<file path="src/rtl/refsched_pkg.sv">
package refsched_pkg;

  typedef enum logic {
    MODE_RUN  = 1'b0,
    MODE_SELF = 1'b1
  } mode_e;

  // control -> datapath
  typedef struct packed {
    logic take;     // grant accepted this cycle
    logic srEnter;  // self-refresh entry accepted
    logic srExit;   // self-refresh exit accepted
    logic holdIv;   // hold interval counter at zero
  } ctlStrobe_t;

  // datapath -> control
  typedef struct packed {
    logic debtNz;
    logic rfcIdle;
    logic xsnrIdle;
    logic xsrdIdle;
  } tmrStatus_t;

  function automatic int cyclesUp(int ps, int clkPs);
    return (ps + clkPs - 1) / clkPs;
  endfunction

endpackage

</file>
<file path="src/rtl/refsched_delay.sv">
module refsched_delay #(
  parameter int LOAD = 10
) (
  input  logic clk,
  input  logic rstN,
  input  logic load,
  output logic idle
);
  localparam int W = $clog2(LOAD + 1);
  localparam logic [W-1:0] LOAD_V = W'(LOAD);

  logic [W-1:0] cnt;

  always_ff @(posedge clk or negedge rstN) begin
    if (!rstN)            cnt <= '0;
    else if (load)        cnt <= LOAD_V;
    else if (cnt != '0)   cnt <= cnt - 1'b1;
  end

  assign idle = (cnt == '0);
endmodule

</file>
<file path="src/rtl/refsched_timers.sv">
module refsched_timers
  import refsched_pkg::*;
#(
  parameter int REFI_CYC = 1040,
  parameter int RFC_CYC  = 10,
  parameter int XSNR_CYC = 10,
  parameter int XSRD_CYC = 200,
  parameter int MAX_DEBT = 8,
  parameter int DEBT_W   = 4
) (
  input  logic              clk,
  input  logic              rstN,
  input  ctlStrobe_t        strb,
  output tmrStatus_t        stat,
  output logic [DEBT_W-1:0] debt
);
  localparam int IV_W = (REFI_CYC > 1) ? $clog2(REFI_CYC) : 1;
  localparam logic [IV_W-1:0]   IV_LAST  = IV_W'(REFI_CYC - 1);
  localparam logic [DEBT_W-1:0] DEBT_MAX = DEBT_W'(MAX_DEBT);

  logic [IV_W-1:0] ivCnt;
  logic            tick;
  logic            addOne;
  logic [DEBT_W-1:0] debtNext;

  // interval counter: one obligation per wrap, frozen in self-refresh
  assign tick = !strb.holdIv && !strb.srEnter && (ivCnt == IV_LAST);

  always_ff @(posedge clk or negedge rstN) begin
    if (!rstN)                                 ivCnt <= '0;
    else if (strb.holdIv || strb.srEnter || tick) ivCnt <= '0;
    else                                       ivCnt <= ivCnt + 1'b1;
  end

  // debt counter, saturating at the burst limit
  always_comb begin
    addOne   = tick && ((debt != DEBT_MAX) || strb.take);
    debtNext = debt + DEBT_W'(addOne) - DEBT_W'(strb.take);
  end

  always_ff @(posedge clk or negedge rstN) begin
    if (!rstN)             debt <= '0;
    else if (strb.srEnter) debt <= '0;
    else                   debt <= debtNext;
  end

  // the three timing windows share one countdown structure
  logic rfcIdle, xsnrIdle, xsrdIdle;

  refsched_delay #(.LOAD(RFC_CYC)) rfcWin (
    .clk(clk), .rstN(rstN), .load(strb.take), .idle(rfcIdle));

  refsched_delay #(.LOAD(XSNR_CYC)) xsnrWin (
    .clk(clk), .rstN(rstN), .load(strb.srExit), .idle(xsnrIdle));

  refsched_delay #(.LOAD(XSRD_CYC)) xsrdWin (
    .clk(clk), .rstN(rstN), .load(strb.srExit), .idle(xsrdIdle));

  assign stat.debtNz   = (debt != '0);
  assign stat.rfcIdle  = rfcIdle;
  assign stat.xsnrIdle = xsnrIdle;
  assign stat.xsrdIdle = xsrdIdle;
endmodule

</file>
<file path="src/rtl/refsched_ctrl.sv">
module refsched_ctrl
  import refsched_pkg::*;
(
  input  logic       clk,
  input  logic       rstN,
  input  logic       allPrecharged,
  input  logic       refGrant,
  input  logic       srEnterReq,
  input  logic       srExitReq,
  input  tmrStatus_t stat,
  output ctlStrobe_t strb,
  output logic       refReq,
  output logic       ckeOut,
  output logic       srEntryCmd,
  output logic       nonReadOk,
  output logic       readOk
);
  mode_e mode;
  logic  reqQ;
  logic  entryQ;
  logic  inRun, enter, exitNow, take, raise;

  always_comb begin
    inRun   = (mode == MODE_RUN);
    enter   = inRun && srEnterReq && allPrecharged && stat.rfcIdle && stat.xsnrIdle;
    exitNow = !inRun && srExitReq;
    take    = refGrant && reqQ && !enter;
    raise   = inRun && stat.debtNz && allPrecharged && stat.rfcIdle && stat.xsnrIdle;
    strb    = '{take: take, srEnter: enter, srExit: exitNow, holdIv: !inRun};
  end

  always_ff @(posedge clk or negedge rstN) begin
    if (!rstN) begin
      mode   <= MODE_RUN;
      reqQ   <= 1'b0;
      entryQ <= 1'b0;
    end else begin
      entryQ <= enter;
      if (enter)        mode <= MODE_SELF;
      else if (exitNow) mode <= MODE_RUN;
      if (enter || take) reqQ <= 1'b0;
      else if (raise)    reqQ <= 1'b1;
    end
  end

  assign refReq     = reqQ;
  assign srEntryCmd = entryQ;
  assign ckeOut     = inRun;
  assign nonReadOk  = inRun && stat.xsnrIdle;
  assign readOk     = inRun && stat.xsrdIdle;
endmodule

</file>
<file path="src/rtl/refresh_scheduler.sv">
module refresh_scheduler
  import refsched_pkg::*;
#(
  parameter int CLK_PS   = 7500,
  parameter int REFI_PS  = 7800000,
  parameter int RFC_PS   = 75000,
  parameter int XSNR_PS  = 75000,
  parameter int XSRD_CK  = 200,
  parameter int MAX_DEBT = 8
) (
  input  logic clk,
  input  logic rstN,
  input  logic allPrecharged,
  input  logic refGrant,
  input  logic srEnterReq,
  input  logic srExitReq,
  output logic refReq,
  output logic refUrgent,
  output logic [$clog2(MAX_DEBT+1)-1:0] refDebt,
  output logic refBusy,
  output logic ckeOut,
  output logic srEntryCmd,
  output logic nonReadOk,
  output logic readOk
);
  localparam int DEBT_W   = $clog2(MAX_DEBT + 1);
  localparam int REFI_CYC = cyclesUp(REFI_PS, CLK_PS);
  localparam int RFC_CYC  = cyclesUp(RFC_PS, CLK_PS);
  localparam int XSNR_CYC = cyclesUp(XSNR_PS, CLK_PS);
  localparam logic [DEBT_W-1:0] DEBT_MAX = DEBT_W'(MAX_DEBT);

  ctlStrobe_t strb;
  tmrStatus_t stat;

  refsched_timers #(
    .REFI_CYC(REFI_CYC), .RFC_CYC(RFC_CYC), .XSNR_CYC(XSNR_CYC),
    .XSRD_CYC(XSRD_CK), .MAX_DEBT(MAX_DEBT), .DEBT_W(DEBT_W)
  ) tmr (
    .clk(clk), .rstN(rstN), .strb(strb), .stat(stat), .debt(refDebt));

  refsched_ctrl ctl (
    .clk(clk), .rstN(rstN), .allPrecharged(allPrecharged), .refGrant(refGrant),
    .srEnterReq(srEnterReq), .srExitReq(srExitReq), .stat(stat), .strb(strb),
    .refReq(refReq), .ckeOut(ckeOut), .srEntryCmd(srEntryCmd),
    .nonReadOk(nonReadOk), .readOk(readOk));

  assign refUrgent = (refDebt == DEBT_MAX);
  assign refBusy   = !stat.rfcIdle;
endmodule

</file>
<file path="config.mk">
export PLATFORM = sky130hd
export DESIGN_NAME = refresh_scheduler
export DESIGN_NICKNAME = d
export VERILOG_FILES = /design/src/rtl/refsched_pkg.sv /design/src/rtl/refsched_delay.sv /design/src/rtl/refsched_timers.sv /design/src/rtl/refsched_ctrl.sv /design/src/rtl/refresh_scheduler.sv
export SDC_FILE = /design/constraint.sdc
export NUM_CORES = 1
export LEC_CHECK = 0
export ABC_AREA = 1
export BUFFER_PORTS_ARGS = -buffer_cell sky130_fd_sc_hd__buf_2
export CAP_MARGIN = 20
export CORE_ASPECT_RATIO = 1.25
export CORE_MARGIN = 4
export CORE_UTILIZATION = 40
export CTS_CLUSTER_DIAMETER = 120
export DETAILED_ROUTE_END_ITERATION = 10
export PLACE_DENSITY = 0.54
export SLEW_MARGIN = 5
export SYNTH_ARGS = -nofsm -noshare
export SYNTH_HDL_FRONTEND = slang
export SYNTH_SLANG_ARGS = --single-unit
</file>
<file path="constraint.sdc">
create_clock -name clk -period 3.1 [get_ports clk]
set_input_delay 0.31 -clock clk [delete_from_list [all_inputs] [get_ports clk]]
set_output_delay 0.31 -clock clk [all_outputs]
set_load 0.02 [all_outputs]
</file>
==> Word level (Yosys, flattened, before mapping) <==
Cells that the tools add are included.
{ "classes": {"n_addsub": 6, "eq_ne": 3, "n_mux": 12, "bitwise": 1, "n_reduce_logical": 35} }
{ "ops": {"columns": ["op", "count"], "rows": [
  ["$mux 4", 5],
  ["$logic_and 1x1->1", 16],
  ["$mux 8", 2],
  ["$reduce_bool 4->1", 3],
  ["$add 11x1->11 const B", 1],
  ["$eq 11x11->1 const B", 1],
  ["$mux 11", 1],
  ["$reduce_bool 2->1", 5],
  ["$logic_not 4->1", 2],
  ["$logic_not 8->1", 1],
  ["$reduce_bool 8->1", 1],
  ["$sub 4x1->4 const B", 2],
  ["$sub 8x1->8 const B", 1],
  ["$add 4x1->4", 1],
  ["$eq 4x4->1 const B", 1],
  ["$logic_or 1x1->1", 4],
  ["$mux 1", 4],
  ["$ne 4x4->1 const B", 1],
  ["$sub 4x1->4", 1],
  ["$logic_not 1->1", 3],
  ["$not 1->1", 1]
]} }
{ "word_totals": {"ff_bits": 34, "inputBits": 6, "output_inout_bits": 11, "elab_cells": 65} }

==> Depth between registers and ports, before layout <==
{ "depth": {"word_depth": 12, "ltp_mapped": 13, "mapped_depth_nobuf": 13} }

==> Modules after synthesis <==
Synthesis repeated with hierarchy kept, for this count alone.
{ "hier_totals": {"cells_unflattened": 258, "area_unflattened_um2": 2050.7} }
{ "modules_own_cells": {"columns": ["module", "instances", "cells_per_inst", "area_per_inst_um2", "seq_area_each_um2"], "rows": [
  ["refsched_timers", 1, 108, 900.9, 375.4],
  ["refsched_delay (tmr.xsrdWin)", 1, 62, 509.2, 200.2],
  ["refsched_delay (tmr.rfcWin ...)", 2, 27, 211.5, 100.1],
  ["refsched_ctrl", 1, 27, 191.4, 75.1],
  ["refresh_scheduler", 1, 7, 26.3, 0.0]
]} }

==> Worst setup path before layout <==
Ideal clock, no wire load.
{ "synth_timing": {"kind": "register to register", "startpoint": "reg tmr.debt[2]", "endpoint": "reg tmr.debt[2]", "setup_ps": 120, "arrival_time_ps": 2246, "required_ps": 2980, "setup_slack_ps": 734, "path_stages_with_launch": 11, "n_path_buf": 0, "period_less_slack_ps": 2366, "cell_sequence": "dfrtp_1 inv_1 ha_1 nor3b_1 nand2_1 nand4_1 nor2_1 ha_1 fa_1 xnor2_1 nor2_1"} }
{ "synth_between": {"elab_chain_len": 6} }
{ "synth_rtl": {"columns": ["item", "line", "source"], "rows": [
  ["start: declaration", "refsched_timers.sv:15", "output logic [DEBT_W-1:0] debt"],
  ["start signal: assignment", "refsched_timers.sv:44", "else debt <= debtNext;"],
  ["$ne 4x4->1", "refsched_timers.sv:37", "addOne = tick && ((debt != DEBT_MAX) || strb.take);"],
  ["$logic_or 1x1->1", "refsched_timers.sv:37", null],
  ["$logic_and 1x1->1", "refsched_timers.sv:37", null],
  ["$add 4x1->4 *", "refsched_timers.sv:38", "debtNext = debt + DEBT_W'(addOne) - DEBT_W'(strb.take);"],
  ["$sub 4x1->4 *", "refsched_timers.sv:38", null],
  ["$mux 4 *", "refsched_timers.sv:43", "else if (strb.srEnter) debt <= '0;"]
]} }
Every way passes the cells marked *; elsewhere a longest branch is shown, timed or not.
A chain may end at the register's enable or synchronous reset.

==> Worst setup path in the final report <==
{ "layout_timing": {"startpoint": "reg tmr.rfcWin.cnt[0]", "endpoint": "reg tmr.debt[2]"} }
{ "layout_between": {"elab_chain_len": 10, "word_cells_on_any_way": 12, "classes_between": "2 x add/sub; 1 x mux; 9 x reduce/logical"} }
{ "layout_rtl": {"columns": ["item", "line", "source"], "rows": [
  ["start: declaration", "refsched_delay.sv:12", "logic [W-1:0] cnt;"],
  ["start signal: assignment", "refsched_delay.sv:17", "else if (cnt != '0) cnt <= cnt - 1'b1;"],
  ["$logic_not 4->1 *", "refsched_delay.sv:20", "assign idle = (cnt == '0);"],
  ["$logic_and 1x1->1 * (2 in a row)", "refsched_ctrl.sv:25", "enter = inRun && srEnterReq && allPrecharged && stat.rfcIdle && stat.xsnrIdle;"],
  ["$logic_not 1->1", "refsched_timers.sv:27, refsched_ctrl.sv:27", null],
  ["$logic_and 1x1->1, on equally long branches", "refsched_timers.sv:27, refsched_ctrl.sv:27", null],
  ["$logic_and 1x1->1 / $logic_or 1x1->1 (equally long branches)", "refsched_timers.sv:27, refsched_timers.sv:37", null],
  ["$logic_and 1x1->1", "refsched_timers.sv:37", null],
  ["$add 4x1->4", "refsched_timers.sv:38", null],
  ["$sub 4x1->4", "refsched_timers.sv:38", null],
  ["$mux 4 *", "refsched_timers.sv:43", null]
]} }
Marked as above.

==> metrics.md <==
| Metric | Value |
|---|---|
| Status | complete, no violations |
| Root Buffer | clkbuf_8 |
| Syn Nets | 256 |
| Core area | 0.00449 mm² |
| Class of the worst hold path | primary input to async pin |
| Setup TNS | 0 ns |
| Commonest non-fill, non-tap cell in the layout | nand2_1 |
| Ant. Diodes | 0 |
| IO Pins | 17 |
| CP Capture Type | flop |
| Initial antenna violation count | 0 |
| Post-CTS Setup Inserts | 0 |
| Worst hold slack | 0.0839 ns |
| Top cells by area, synth | dfrtp_1 (45%), nand2_1 (10%), nor2_1 (7.5%), inv_1 (7.3%), ha_1 (5.9%) |
| Worst Path Arrival | 2.40 ns |
| Filler instances | 460 |
| Max Clk Rate | 0.450 GHz |
| Peak supply drop | 0.000490 V |
| RSZ-0062 raised after global routing | false |
| GRT overflow | 0 |
| Yosys reg bits | 34 |
| Total GRT Usage | 14.2% |
| Gpl congestion | 0.782 |
| Fin. Hold Viols | 0 |
| Layout cell share with drive strength beyond 1 | 14.8% |
| Drt first pass iters | 4 |
| Post-synthesis average cell area | 7.92 µm² |
| # hold bufs at CTS | 0 |
| Cell count after synthesis | 240 |
| PortBufs | 16 |
| Largest family of logic cells by synthesized area | simple AND/OR/NAND/NOR gates |
| Layout Cells excl Fill | 322 |
| Crit Path Class | flop to flop |
| Routed via count | 1526 |
| First-pass GRT wire length | 6800 µm |
| Clock tree buffer depth | 2 |
| Final nets | 279 |
| XOR/XNOR Fraction of Synth Area | 4.61% |
| Inst Count DP | 314 |
| Final WL | 3610 µm |
| Slew Limit Fails | 0 |
| Worst slew pin tran | 0.754 ns |
| Final setup vio count | 0 |
| Clock period minus worst slack | 2.22 ns |
| Slew HR | 49.7% |
| Async SR Flop Fraction | 100% |
| Area share of the largest cell type after synthesis | 44.8% |
| Htree depth | 2 |
| Post-Synth Simple-Gate Area | 30.0% |
| Most frequent cells in the layout | nand2_1 (51), nor2_1 (38), inv_1 (37) |
| Yosys warns | 0 |
| Starting Density | 42.3% |
| CTS tree | done |
| Die Span Y | 85.1 µm |
| Tcrit/Tclk final | 71.7% |
| Vias in the first global route | 1543 |
| Top_reg_cell synth | dfrtp_1 |
| Maxcap violations | 0 |
| Req. time, crit path | 3.27 ns |
| Clk_lat worst skew | 0.29 ns |
| Post-synthesis mux area share | 0% |
| P per Cell Area | 961 mW/mm² |
| Num CTS Buffers | 5 |
| CTS clock-pin slew for the worst setup and hold paths | 0.07 ns |
| DRC | 0 |
| Post-synth EDFFs | 0 |
| Area fraction in compound gates after synthesis | 5.40% |
| Area Growth Syn to Fin | 13.8% |
| Post-DR vias/cell | 4.74 |
| CP startpoint kind | flop |
| Register area share after synthesis | 44.8% |
| Adder-Cell Fraction of Synth Area | 6.98% |
| Largest net degree at the start of global routing | 35 |
| Horiz. Die Dim | 69.7 µm |
| Drt wl/cell | 11.2 µm |
| Synth area leader | dfrtp_1 |
| Crit Path Max Fanout | 9 |
| Library cells used by synthesis | 25 |
| HPWL after DPL | 2710 µm |
| 1st-iter DRT viols | 64 |
| TritonCTS Sinks | 34 |
| Pleak | 1.17 nW |
| Post-CTS Resized | 0 |
| Synth Cell Area | 0.00190 mm² |
| Final ANT Viol Nets | 0 |
| Area of the die | 0.00593 mm² |
| Layout Skew | 0.00568 ns |
| # rows | 27 |
cell families (layout without fill, tap and decap cells):
logic type | after synthesis | count (layout)
AO/OA/AOI/OAI | 19 | 19
buffers and inverters | 42 | 66
flip-flops | 34 | 34
XOR/XNOR | 10 | 10
adder cells (fa/ha/maj) | 10 | 10
AND/OR/NAND/NOR | 125 | 125
worst max-delay path, stage by stage (launching register included):
cell and delay [ns]:
dfrtp_1 0.38, inv_1 0.09, ha_1 0.20, nand2_2 0.12, nor2_2 0.14, nand2_4 0.12
nand3_1 0.17, nand2_1 0.08, ha_1 0.23, fa_1 0.39, xnor2_1 0.14, nor2_1 0.06
synthesized netlist by cell type, types with 2 or more instances:
cell and n:
nand2_1 51, nor2_1 38, inv_1 37, dfrtp_1 34
nand3_1 15, a21oi_1 9, ha_1 9, o21ai_0 7
nand4_1 6, xor2_1 6, inv_2 5, nor2_2 4
xnor2_1 4, nor3_1 3, nand2_4 2
path summary, 6_finish.rpt:
check                                          startpoint                              to  slack [ns]  depth (start not counted)
min                                                  rstN          tmr.ivCnt[5]$_DFF_PN0_        0.08                          1
max reg2reg                 tmr.rfcWin.cnt[0]$_DFFE_PN0P_           tmr.debt[2]$_DFF_PN0_        0.88                         11
max                         tmr.rfcWin.cnt[0]$_DFFE_PN0P_           tmr.debt[2]$_DFF_PN0_        0.88                         11
min in group clk                                srExitReq            ctl.mode$_DFFE_PN0P_        0.24                          2
max in group asynchronous                            rstN           tmr.debt[2]$_DFF_PN0_        2.53                          1
min reg2reg                tmr.xsrdWin.cnt[0]$_DFFE_PN0P_  tmr.xsrdWin.cnt[0]$_DFFE_PN0P_        0.48                          2
sequential cells by signal (all words and copies together), names as in the netlist:
signal           count
tmr.ivCnt           11
tmr.xsrdWin.cnt      8
tmr.debt             4
tmr.rfcWin.cnt       4
tmr.xsnrWin.cnt      4
ctl.mode             1
ctl.refReq           1
ctl.srEntryCmd       1
metrics by stage:
step / power, mW / instance area (µm²) / setup WS [ns] / util (%)
finish: 2.08 / 2160 / 0.878 / 48.1
global placement: 1.71 / 2050 / 0.970 / 45.7
detailed placement: 1.72 / 2050 / 0.912 / 45.7
global route: 2.33 / 2160 / 0.710 / 48.1
floorplan: 1.50 / 1900 / 0.734 / -
CTS: 2.12 / 2160 / 0.878 / 48.1
area by class of cell:
cell class | instances | area (µm²) | area share, %
clock buffers | 8 | 110 | 5.09
inverters | 42 | 158 | 7.29
multi-input cells | 164 | 892 | 41.2
flip-flops and latches | 34 | 851 | 39.3
well taps | 58 | 72.6 | 3.35
repair buffers | 16 | 80.1 | 3.70
per-layer routing:
layer / vias up / wire [µm] / share of wire [%] / global-route usage (%)
li1: 800 / - / - / -
met1: 700 / 1780 / 49 / 18.5
met2: 19 / 1650 / 46 / 22.6
met3: 7 / 105 / 2.9 / 4.15
met4: 0 / 68 / 1.9 / 5.23
met5: - / 0 / 0 / 0
power breakdown:
group          total (mW)  switching [mW]  internal [mW]
clock               0.382           0.158          0.224
combinational       0.897           0.531          0.365
sequential          0.801           0.161          0.640
total                2.08           0.850           1.23
Note: power is estimated with default switching activity, not from simulation.
